==> config.mk <==
export PLATFORM = sky130hd
export DESIGN_NAME = stack_flow_unit
export DESIGN_NICKNAME = d
export VERILOG_FILES = /design/src/rtl/stk_pkg.sv /design/src/rtl/stk_ctrl.sv /design/src/rtl/stk_datapath.sv /design/src/rtl/stack_flow_unit.sv
export SDC_FILE = /design/constraint.sdc
export NUM_CORES = 1
export LEC_CHECK = 0
export BUFFER_PORTS_ARGS = -buffer_cell sky130_fd_sc_hd__buf_4
export CELL_PAD_IN_SITES_DETAIL_PLACEMENT = 1
export CELL_PAD_IN_SITES_GLOBAL_PLACEMENT = 1
export CORE_MARGIN = 2
export CORE_UTILIZATION = 34
export DETAILED_ROUTE_END_ITERATION = 8
export HOLD_SLACK_MARGIN = 0.1
export PLACE_DENSITY = 0.8
export SETUP_SLACK_MARGIN = 0.5
export SYNTH_ARGS = -nofsm -noshare
export SYNTH_HDL_FRONTEND = slang
export SYNTH_SLANG_ARGS = --single-unit
export TNS_END_PERCENT = 10
==> constraint.sdc <==
create_clock -name clk -period 2.35 [get_ports clk]
set_clock_uncertainty 0.1 [all_clocks]
set_input_delay 0.3525 -clock clk [delete_from_list [all_inputs] [get_ports clk]]
set_output_delay 0.3525 -clock clk [all_outputs]
set_load 0.02 [all_outputs]
==> src/rtl/stk_pkg.sv <==
package stk_pkg;

  typedef enum logic [2:0] {
    OP_NEXT = 3'd0,
    OP_PUSH = 3'd1,
    OP_POP  = 3'd2,
    OP_CALL = 3'd3,
    OP_RET  = 3'd4,
    OP_JMP  = 3'd5,
    OP_JZ   = 3'd6,
    OP_JS   = 3'd7
  } stkOp_e;

  typedef enum logic [1:0] {
    PH_IDLE = 2'd0,
    PH_CALL2 = 2'd1,
    PH_RET2 = 2'd2,
    PH_POP2 = 2'd3
  } stkPhase_e;

  // strobes from the sequencer to the pointer datapath
  typedef struct packed {
    logic latchTgt;    // hold target for the redirect phase
    logic memWe;
    logic memRe;
    logic addrBelow;   // address is stack pointer minus one word
    logic wdataRet;    // write data is the return address
    logic espDown;
    logic espUp;
    logic eipSeq;      // advance by instruction length
    logic eipTgtIn;    // load target input now
    logic eipTgtHeld;  // load held target
    logic eipMem;      // load read data
    logic capPop;      // capture read data as popped word
  } stkStrobe_t;

endpackage

==> src/rtl/stk_ctrl.sv <==
module stk_ctrl
  import stk_pkg::*;
(
  input  logic       clk,
  input  logic       rstN,
  input  logic       opValid,
  input  logic [2:0] opCode,
  input  logic       flagZero,
  input  logic       flagSign,
  output stkStrobe_t strobe,
  output logic       busy
);

  stkPhase_e phase, phaseNext;
  logic      accept;
  stkOp_e    opSel;

  assign opSel  = stkOp_e'(opCode);
  assign accept = rstN && opValid && (phase == PH_IDLE);
  assign busy   = (phase != PH_IDLE);

  always_comb begin
    strobe    = '0;
    phaseNext = phase;
    unique case (phase)
      PH_IDLE: begin
        if (accept) begin
          unique case (opSel)
            OP_NEXT: strobe.eipSeq = 1'b1;
            OP_PUSH: begin
              strobe.memWe     = 1'b1;
              strobe.addrBelow = 1'b1;
              strobe.espDown   = 1'b1;
              strobe.eipSeq    = 1'b1;
            end
            OP_POP: begin
              strobe.memRe  = 1'b1;
              strobe.eipSeq = 1'b1;
              phaseNext     = PH_POP2;
            end
            OP_CALL: begin
              strobe.memWe     = 1'b1;
              strobe.addrBelow = 1'b1;
              strobe.wdataRet  = 1'b1;
              strobe.espDown   = 1'b1;
              strobe.latchTgt  = 1'b1;
              phaseNext        = PH_CALL2;
            end
            OP_RET: begin
              strobe.memRe = 1'b1;
              phaseNext    = PH_RET2;
            end
            OP_JMP: strobe.eipTgtIn = 1'b1;
            OP_JZ: begin
              strobe.eipTgtIn = flagZero;
              strobe.eipSeq   = !flagZero;
            end
            OP_JS: begin
              strobe.eipTgtIn = flagSign;
              strobe.eipSeq   = !flagSign;
            end
            default: strobe = '0;
          endcase
        end
      end
      PH_CALL2: begin
        strobe.eipTgtHeld = 1'b1;
        phaseNext         = PH_IDLE;
      end
      PH_RET2: begin
        strobe.eipMem = 1'b1;
        strobe.espUp  = 1'b1;
        phaseNext     = PH_IDLE;
      end
      PH_POP2: begin
        strobe.capPop = 1'b1;
        strobe.espUp  = 1'b1;
        phaseNext     = PH_IDLE;
      end
      default: phaseNext = PH_IDLE;
    endcase
  end

  always_ff @(posedge clk or negedge rstN) begin
    if (!rstN) phase <= PH_IDLE;
    else       phase <= phaseNext;
  end

endmodule

==> src/rtl/stk_datapath.sv <==
module stk_datapath
  import stk_pkg::*;
#(
  parameter int unsigned XLEN       = 32,
  parameter int unsigned LEN_W      = 4,
  parameter int unsigned WORD_BYTES = 4,
  parameter logic [XLEN-1:0] ESP_INIT = 'h100,
  parameter logic [XLEN-1:0] EIP_INIT = 'h1000
) (
  input  logic             clk,
  input  logic             rstN,
  input  stkStrobe_t       strobe,
  input  logic [XLEN-1:0]  pushData,
  input  logic [XLEN-1:0]  target,
  input  logic [LEN_W-1:0] instLen,
  input  logic [XLEN-1:0]  memRdata,
  output logic [XLEN-1:0]  memAddr,
  output logic [XLEN-1:0]  memWdata,
  output logic             memWe,
  output logic             memRe,
  output logic [XLEN-1:0]  popData,
  output logic             popValid,
  output logic [XLEN-1:0]  eip,
  output logic [XLEN-1:0]  esp
);

  localparam logic [XLEN-1:0] STEP = XLEN'(WORD_BYTES);

  logic [XLEN-1:0] espQ, eipQ, tgtQ;
  logic [XLEN-1:0] espBelow, espAbove, eipSeqVal;

  assign espBelow  = espQ - STEP;
  assign espAbove  = espQ + STEP;
  assign eipSeqVal = eipQ + XLEN'(instLen);

  assign memAddr  = strobe.addrBelow ? espBelow : espQ;
  assign memWdata = strobe.wdataRet ? eipSeqVal : pushData;
  assign memWe    = strobe.memWe;
  assign memRe    = strobe.memRe;
  assign eip      = eipQ;
  assign esp      = espQ;

  always_ff @(posedge clk or negedge rstN) begin
    if (!rstN) begin
      espQ     <= ESP_INIT;
      eipQ     <= EIP_INIT;
      tgtQ     <= '0;
      popData  <= '0;
      popValid <= 1'b0;
    end else begin
      if (strobe.latchTgt) tgtQ <= target;
      if (strobe.espDown)      espQ <= espBelow;
      else if (strobe.espUp)   espQ <= espAbove;
      if (strobe.eipTgtIn)        eipQ <= target;
      else if (strobe.eipTgtHeld) eipQ <= tgtQ;
      else if (strobe.eipMem)     eipQ <= memRdata;
      else if (strobe.eipSeq)     eipQ <= eipSeqVal;
      if (strobe.capPop) popData <= memRdata;
      popValid <= strobe.capPop;
    end
  end

endmodule

==> src/rtl/stack_flow_unit.sv <==
module stack_flow_unit
  import stk_pkg::*;
#(
  parameter int unsigned XLEN       = 32,
  parameter int unsigned LEN_W      = 4,
  parameter int unsigned WORD_BYTES = 4,
  parameter logic [XLEN-1:0] ESP_INIT = 'h100,
  parameter logic [XLEN-1:0] EIP_INIT = 'h1000
) (
  input  logic             clk,
  input  logic             rstN,
  input  logic             opValid,
  input  logic [2:0]       opCode,
  input  logic [XLEN-1:0]  pushData,
  input  logic [XLEN-1:0]  target,
  input  logic [LEN_W-1:0] instLen,
  input  logic             flagZero,
  input  logic             flagSign,
  input  logic [XLEN-1:0]  memRdata,
  output logic [XLEN-1:0]  memAddr,
  output logic [XLEN-1:0]  memWdata,
  output logic             memWe,
  output logic             memRe,
  output logic [XLEN-1:0]  popData,
  output logic             popValid,
  output logic [XLEN-1:0]  eip,
  output logic [XLEN-1:0]  esp,
  output logic             busy
);

  stkStrobe_t strobe;

  stk_ctrl ctrl_i (
    .clk      (clk),
    .rstN     (rstN),
    .opValid  (opValid),
    .opCode   (opCode),
    .flagZero (flagZero),
    .flagSign (flagSign),
    .strobe   (strobe),
    .busy     (busy)
  );

  stk_datapath #(
    .XLEN       (XLEN),
    .LEN_W      (LEN_W),
    .WORD_BYTES (WORD_BYTES),
    .ESP_INIT   (ESP_INIT),
    .EIP_INIT   (EIP_INIT)
  ) dp_i (
    .clk      (clk),
    .rstN     (rstN),
    .strobe   (strobe),
    .pushData (pushData),
    .target   (target),
    .instLen  (instLen),
    .memRdata (memRdata),
    .memAddr  (memAddr),
    .memWdata (memWdata),
    .memWe    (memWe),
    .memRe    (memRe),
    .popData  (popData),
    .popValid (popValid),
    .eip      (eip),
    .esp      (esp)
  );

endmodule

Yosys cells after proc, flatten, opt, wreduce, memory -nomap -nowiden
Index checks and enable logic that the tools add are counted.
{"block": "word_totals", "regBits": 131, "in_bits": 108, "out_inout_bits": 164, "elab_cells": 59}
{"block": "classes", "n_addsub": 3, "n_eq_ne": 12, "n_mux": 23, "reduce_logical": 15}
{"operator": "32-bit two-way mux", "count": 8}
{"operator": "32-bit by 3-bit adder with 32-bit output (second input constant)", "count": 1}
{"operator": "32-bit by 4-bit adder with 32-bit output", "count": 1}
{"operator": "32-bit by 3-bit subtractor with 32-bit output (second input constant)", "count": 1}
{"operator": "3-bit == test (second input constant)", "count": 4}
{"operator": "12-bit two-way mux", "count": 1}
{"operator": "1-bit one-hot mux with 2 select lines", "count": 4}
{"operator": "3-bit by 2-bit == test with 1-bit output (second input constant)", "count": 2}
{"operator": "6-bit two-way mux", "count": 1}
{"operator": "1-bit one-hot mux with 3 select lines", "count": 2}
{"operator": "2-bit one-hot mux with 3 select lines", "count": 1}
{"operator": "2-bit OR reduction", "count": 3}
{"operator": "3-bit OR reduction", "count": 2}
{"operator": "2-bit == test (second input constant)", "count": 2}
{"operator": "2-bit two-way mux", "count": 2}
{"operator": "4-bit inequality test (second input constant)", "count": 1}
{"operator": "2-bit one-hot mux with 2 select lines", "count": 1}
{"operator": "2-bit nonzero test", "count": 2}
{"operator": "4-bit nonzero test", "count": 1}
{"operator": "3-bit by 1-bit == test with 1-bit output (second input constant)", "count": 1}
{"operator": "3-bit logical NOT", "count": 1}
{"operator": "1-bit two-way mux", "count": 3}
{"operator": "2-bit by 1-bit == test with 1-bit output (second input constant)", "count": 1}
{"operator": "1-bit logical AND", "count": 2}
{"operator": "other kinds (4)", "count": 5}

Depth between registers and ports, before layout
{"block": "depth", "depth_word": 9, "mapped_depth": 12, "ltp_nobuf": 9}

Modules after synthesis
A second synthesis with hierarchy kept.
{"block": "hier_totals", "cells_unflattened": 877, "hier_area_um2": 8132.8}
{"mod": "stk_datapath", "instances": 1, "cells_each": 849, "area_per_inst_um2": 7902.6, "seq_area_each_um2": 3180.6}
{"mod": "stk_ctrl", "instances": 1, "cells_each": 28, "area_per_inst_um2": 230.2, "seq_area_each_um2": 50.0}

Worst setup path before layout
Ideal clock, no wire load.
{"block": "synth_path", "path_kind": "reg2out", "start": "register dp_i.eipQ[0] (netlist: dp_i.eip[0])", "end": "output port memWdata[20]", "arrival_ns": 2.521, "t_required_ns": 1.898, "slack_ns": -0.624, "stages_incl_launch_ff": 10, "cell_sequence": "dfrtp_1 ha_1 fa_1 nand3_1 a211oi_2 and2_0 buf_2 nand3_1 xor2_1 o21ai_0"}
{"block": "synth_via", "elab_chain_len": 2}
{"element": "start: declaration", "line": "stk_datapath.sv:29", "source": "logic [XLEN-1:0] espQ, eipQ, tgtQ;"}
{"element": "start signal: assignment", "line": "stk_datapath.sv:54", "source": "if (strobe.eipTgtIn) eipQ <= target;"}
{"element": "start signal: assignment", "line": "stk_datapath.sv:55", "source": "else if (strobe.eipTgtHeld) eipQ <= tgtQ;"}
{"element": "start signal: assignment", "line": "stk_datapath.sv:56", "source": "else if (strobe.eipMem) eipQ <= memRdata;"}
{"element": "32-bit by 4-bit adder with 32-bit output", "line": "stk_datapath.sv:34", "source": "assign eipSeqVal = eipQ + XLEN'(instLen);"}
{"element": "32-bit two-way mux", "line": "stk_datapath.sv:37", "source": "assign memWdata = strobe.wdataRet ? eipSeqVal : pushData;"}
{"element": "end: declaration", "line": "stack_flow_unit.sv:21", "source": "output logic [XLEN-1:0] memWdata,"}
No other way between the ends.

Worst setup path after layout
{"block": "layout_path", "start": "register dp_i.eipQ[3] (netlist: dp_i.eip[3])", "end": "output port memWdata[29]"}
The elaborated chain is that of the path after synthesis.

==> flow_summary_export.csv <==
group,metric,value,unit
critical_path,arrival,2.65,ns
floorplanning,pin_count,272,
sta,layout_setup_ws,-0.749,ns
run_status,violations,"negative setup slack",
routing,drtPass1Iterations,8,
power,power,16200,uW
sta,slew_violations,0,
placement,dpl.cell_count,1558,
placement,place.detailed.hpwl,25700,um
placement,gp_congestion,0.885,
sta,min_period,3.10,ns
yosys,synth_top_flop_cell,"dfrtp_1",
yosys,synthArstFlopShare,100,%
routing,ant_nets,0,
sta,setup_viol,80,
floorplanning,dieHeight,157,um
yosys,synthTopCellsByCount,"dfrtp_1 (127), nand2_1 (85), mux2_2 (69), o21ai_0 (59), nor2_1 (47)",
clock_network,clk_path_buf_depth,2,
clock_network,cts_tree,"done",
critical_path,required,1.90,ns
job,drv_cap,0,
finish,drive_gt1_share,56.3,%
finish,num-nets-final,1461,
yosys,syn_area,8000,um2
global_routing,grt_max_degree,128,
sta,finalHoldViolCount,0,
critical_path,path_max_fanout,4,
global_routing,grt_use_total,34.2,%
clock_network,clkLatencyLatePin,0.43,ns
clock_network,numCtsBuffers,17,
run_status,status,"finished, violations left",
global_routing,grt_pass1_wl,64100,um
yosys,synth_most_common_cell,"dfrtp_1",
critical_path,rrSetupSlack,-0.33,ns
clock_network,cts_sinks,129,
power,ir_drop,703,uV
clock_network,cts_root_buf,"clkbuf_16",
routing,drt_iter0_markers,617,
sta,max_freq,323,MHz
power,power_density,1130,nW/um2
clock_network,htree_levels,4,
sta,post-route-period-util,132,%
floorplanning,fp.coreArea,23300,um2
clock_network,clkSlewWorstSetupHoldPaths,0.07,ns
yosys,synth_edf_count,0,
yosys,netlist-cell-type-count,75,
floorplanning,die-area,24800,um2
global_routing,antenna_found_initial,0,
sta,worstMarginPinSlew,0.762,ns
critical_path,critPathCaptureType,"output port",
routing,vias,9874,
yosys,ys_top_cells_by_area,"dfrtp_1 (40%), mux2_2 (9.7%), xnor2_1 (4.9%)",
routing,route.final.wire_length,44700,um
yosys,synth_top_cell_area_share,39.7,%
finish,layout.cells.non_filler,1673,
yosys,synth_top_area_cell,"dfrtp_1",
floorplanning,fp.dieW,157,um
finish,design_area,14400,um2
yosys,netlist_instances,844,
floorplanning,start_util,34.4,%
routing,drc,0,
global_routing,grt.overflow.total,0,
yosys,ys_seq_elements,129,
finish,synthToLayoutAreaGrowth,80.0,%
yosys,yosys_warnings,0,
worst_hold_path,hold_class,"in -> async",
routing,viasPerCell,5.90,
global_routing,grt_pass1_vias,10800,
yosys,yosysSeqAreaShare,40.4,%
placement,portBuffers,267,
power,power.leakage,0.00671,uW
critical_path,cp-start-kind,"flip-flop",
floorplanning,num_rows,56,
placement,post-place-ws,-0.360,ns
yosys,syn-mean-instance-area,9.48,um2
placement,post_dp_cell_area,12000,um2
routing,wl_per_cell,26.7,um
sta,rsz0062_at_grt,"true",
sta,relSlewSlack,49.2,%
critical_path,worstSetupPathType,"reg -> out",
-- layer usage --
layer	track usage, %	part of all wire [%]	vias up
met4	17.0	5.2	0
li1	-	-	4066
met5	0	0	-
met3	8.01	7.2	193
met2	61.6	51	665
met1	37.5	37	4950
-- per-stage QoR --
stage	setup TNS (ns)	hold slack (ns)	util (%)
6_report	-32.64	0.0894	61.9
5_1_grt	-36.87	0.122	61.9
4_1_cts	-27.47	0.114	59.8
3_5_place_dp	-8.53	0.174	51.5
3_3_place_gp	-6.63	0.170	51.5
2_1_floorplan	-6.95	-0.0431	-
-- path summary, 6_finish.rpt --
check | from | to | depth (start not counted)
worst max-delay path | dp_i.eip[3]$_DFFE_PN0P_ | memWdata[29] | 9
worst min-delay path | rstN | dp_i.esp[15]$_DFFE_PN0P_ | 3
worst max register to register | dp_i.eip[3]$_DFFE_PN0P_ | dp_i.eip[24]$_DFFE_PN0P_ | 10
worst min register to register | dp_i.popData[31]$_DFFE_PN0P_ | dp_i.popData[31]$_DFFE_PN0P_ | 1
max in group asynchronous | rstN | dp_i.eip[16]$_DFFE_PN0P_ | 3
min in group clk | memRdata[28] | dp_i.popData[28]$_DFFE_PN0P_ | 2
-- cells by family (layout without fill, tap and decap cells) --
family | count (synthesis) | count (layout) | share of synthesized area (%)
other | 1 | 5 | 0.0469
AOI/OAI and AO/OA | 204 | 204 | 16.8
buffers and inverters | 75 | 581 | 4.04
muxes | 73 | 73 | 10.2
xor gates and xnor gates | 83 | 83 | 9.09
adders and majority gates | 13 | 13 | 2.13
DFF | 129 | 129 | 40.4
and+or+nand+nor | 266 | 266 | 17.3
-- flip-flops by register name, indices dropped and copies added (netlist names) --
name           cells
dp_i.esp          30
ctrl_i.phase       2
dp_i.popValid      1
dp_i.eip          32
dp_i.popData      32
dp_i.tgtQ         32
-- cells in the final DEF (no fill, tap or decap), drive strengths merged, types with 9 or more instances in the layout --
cell         netlist  routed
nand2             85      85
o21ai             61      61
mux2              69      69
buf               19     474
or3                9       9
ha                12      12
a21oi             35      35
xnor2             45      45
dfrtp            127     127
nor2              47      47
nor4               9       9
inv               14      16
nand4             12      12
nor3              24      24
clkbuf            42      20
nand3             31      31
dlygate4sd3        0      61
xor2              38      38
a31oi             22      22
and3              11      11
-- worst max-delay path: stages (launching register included) --
cell and delay [ns]:
dfrtp_2 0.44, ha_4 0.35, a21oi_4 0.10, buf_4 0.16, o22ai_4 0.23, nand3_2 0.18
nor4_2 0.34, nor2_2 0.11, o21ai_1 0.14, buf_4 0.16
-- where the power goes --
part / switching (uW) / internal (uW)
sequential: 733 / 3120
clock: 1180 / 1710
combinational: 5360 / 4120
-- final cells by class --
| class | count | area [um2] |
|---|---|---|
| clock inverter | 12 | 159 |
| tap | 319 | 399 |
| antenna | 1 | 2.50 |
| clock buffer | 20 | 447 |
| fill | 2485 | 8870 |
| multi-input combinational | 643 | 5660 |
| timing repair buffer | 535 | 4430 |
| sequential | 129 | 3240 |
| inverter | 14 | 60.1 |
-- timing repair --
| action | CTS | global route |
|---|---|---|
| setup endpoints to repair | 187 | 158 |
| buffers inserted | 10 | 11 |
| pin swaps | 49 | 40 |
| hold endpoints to repair | 70 | 0 |
| hold buffers | 61 | 0 |
| resized for setup | 151 | 92 |
Note: power is estimated with default switching activity, not from simulation.
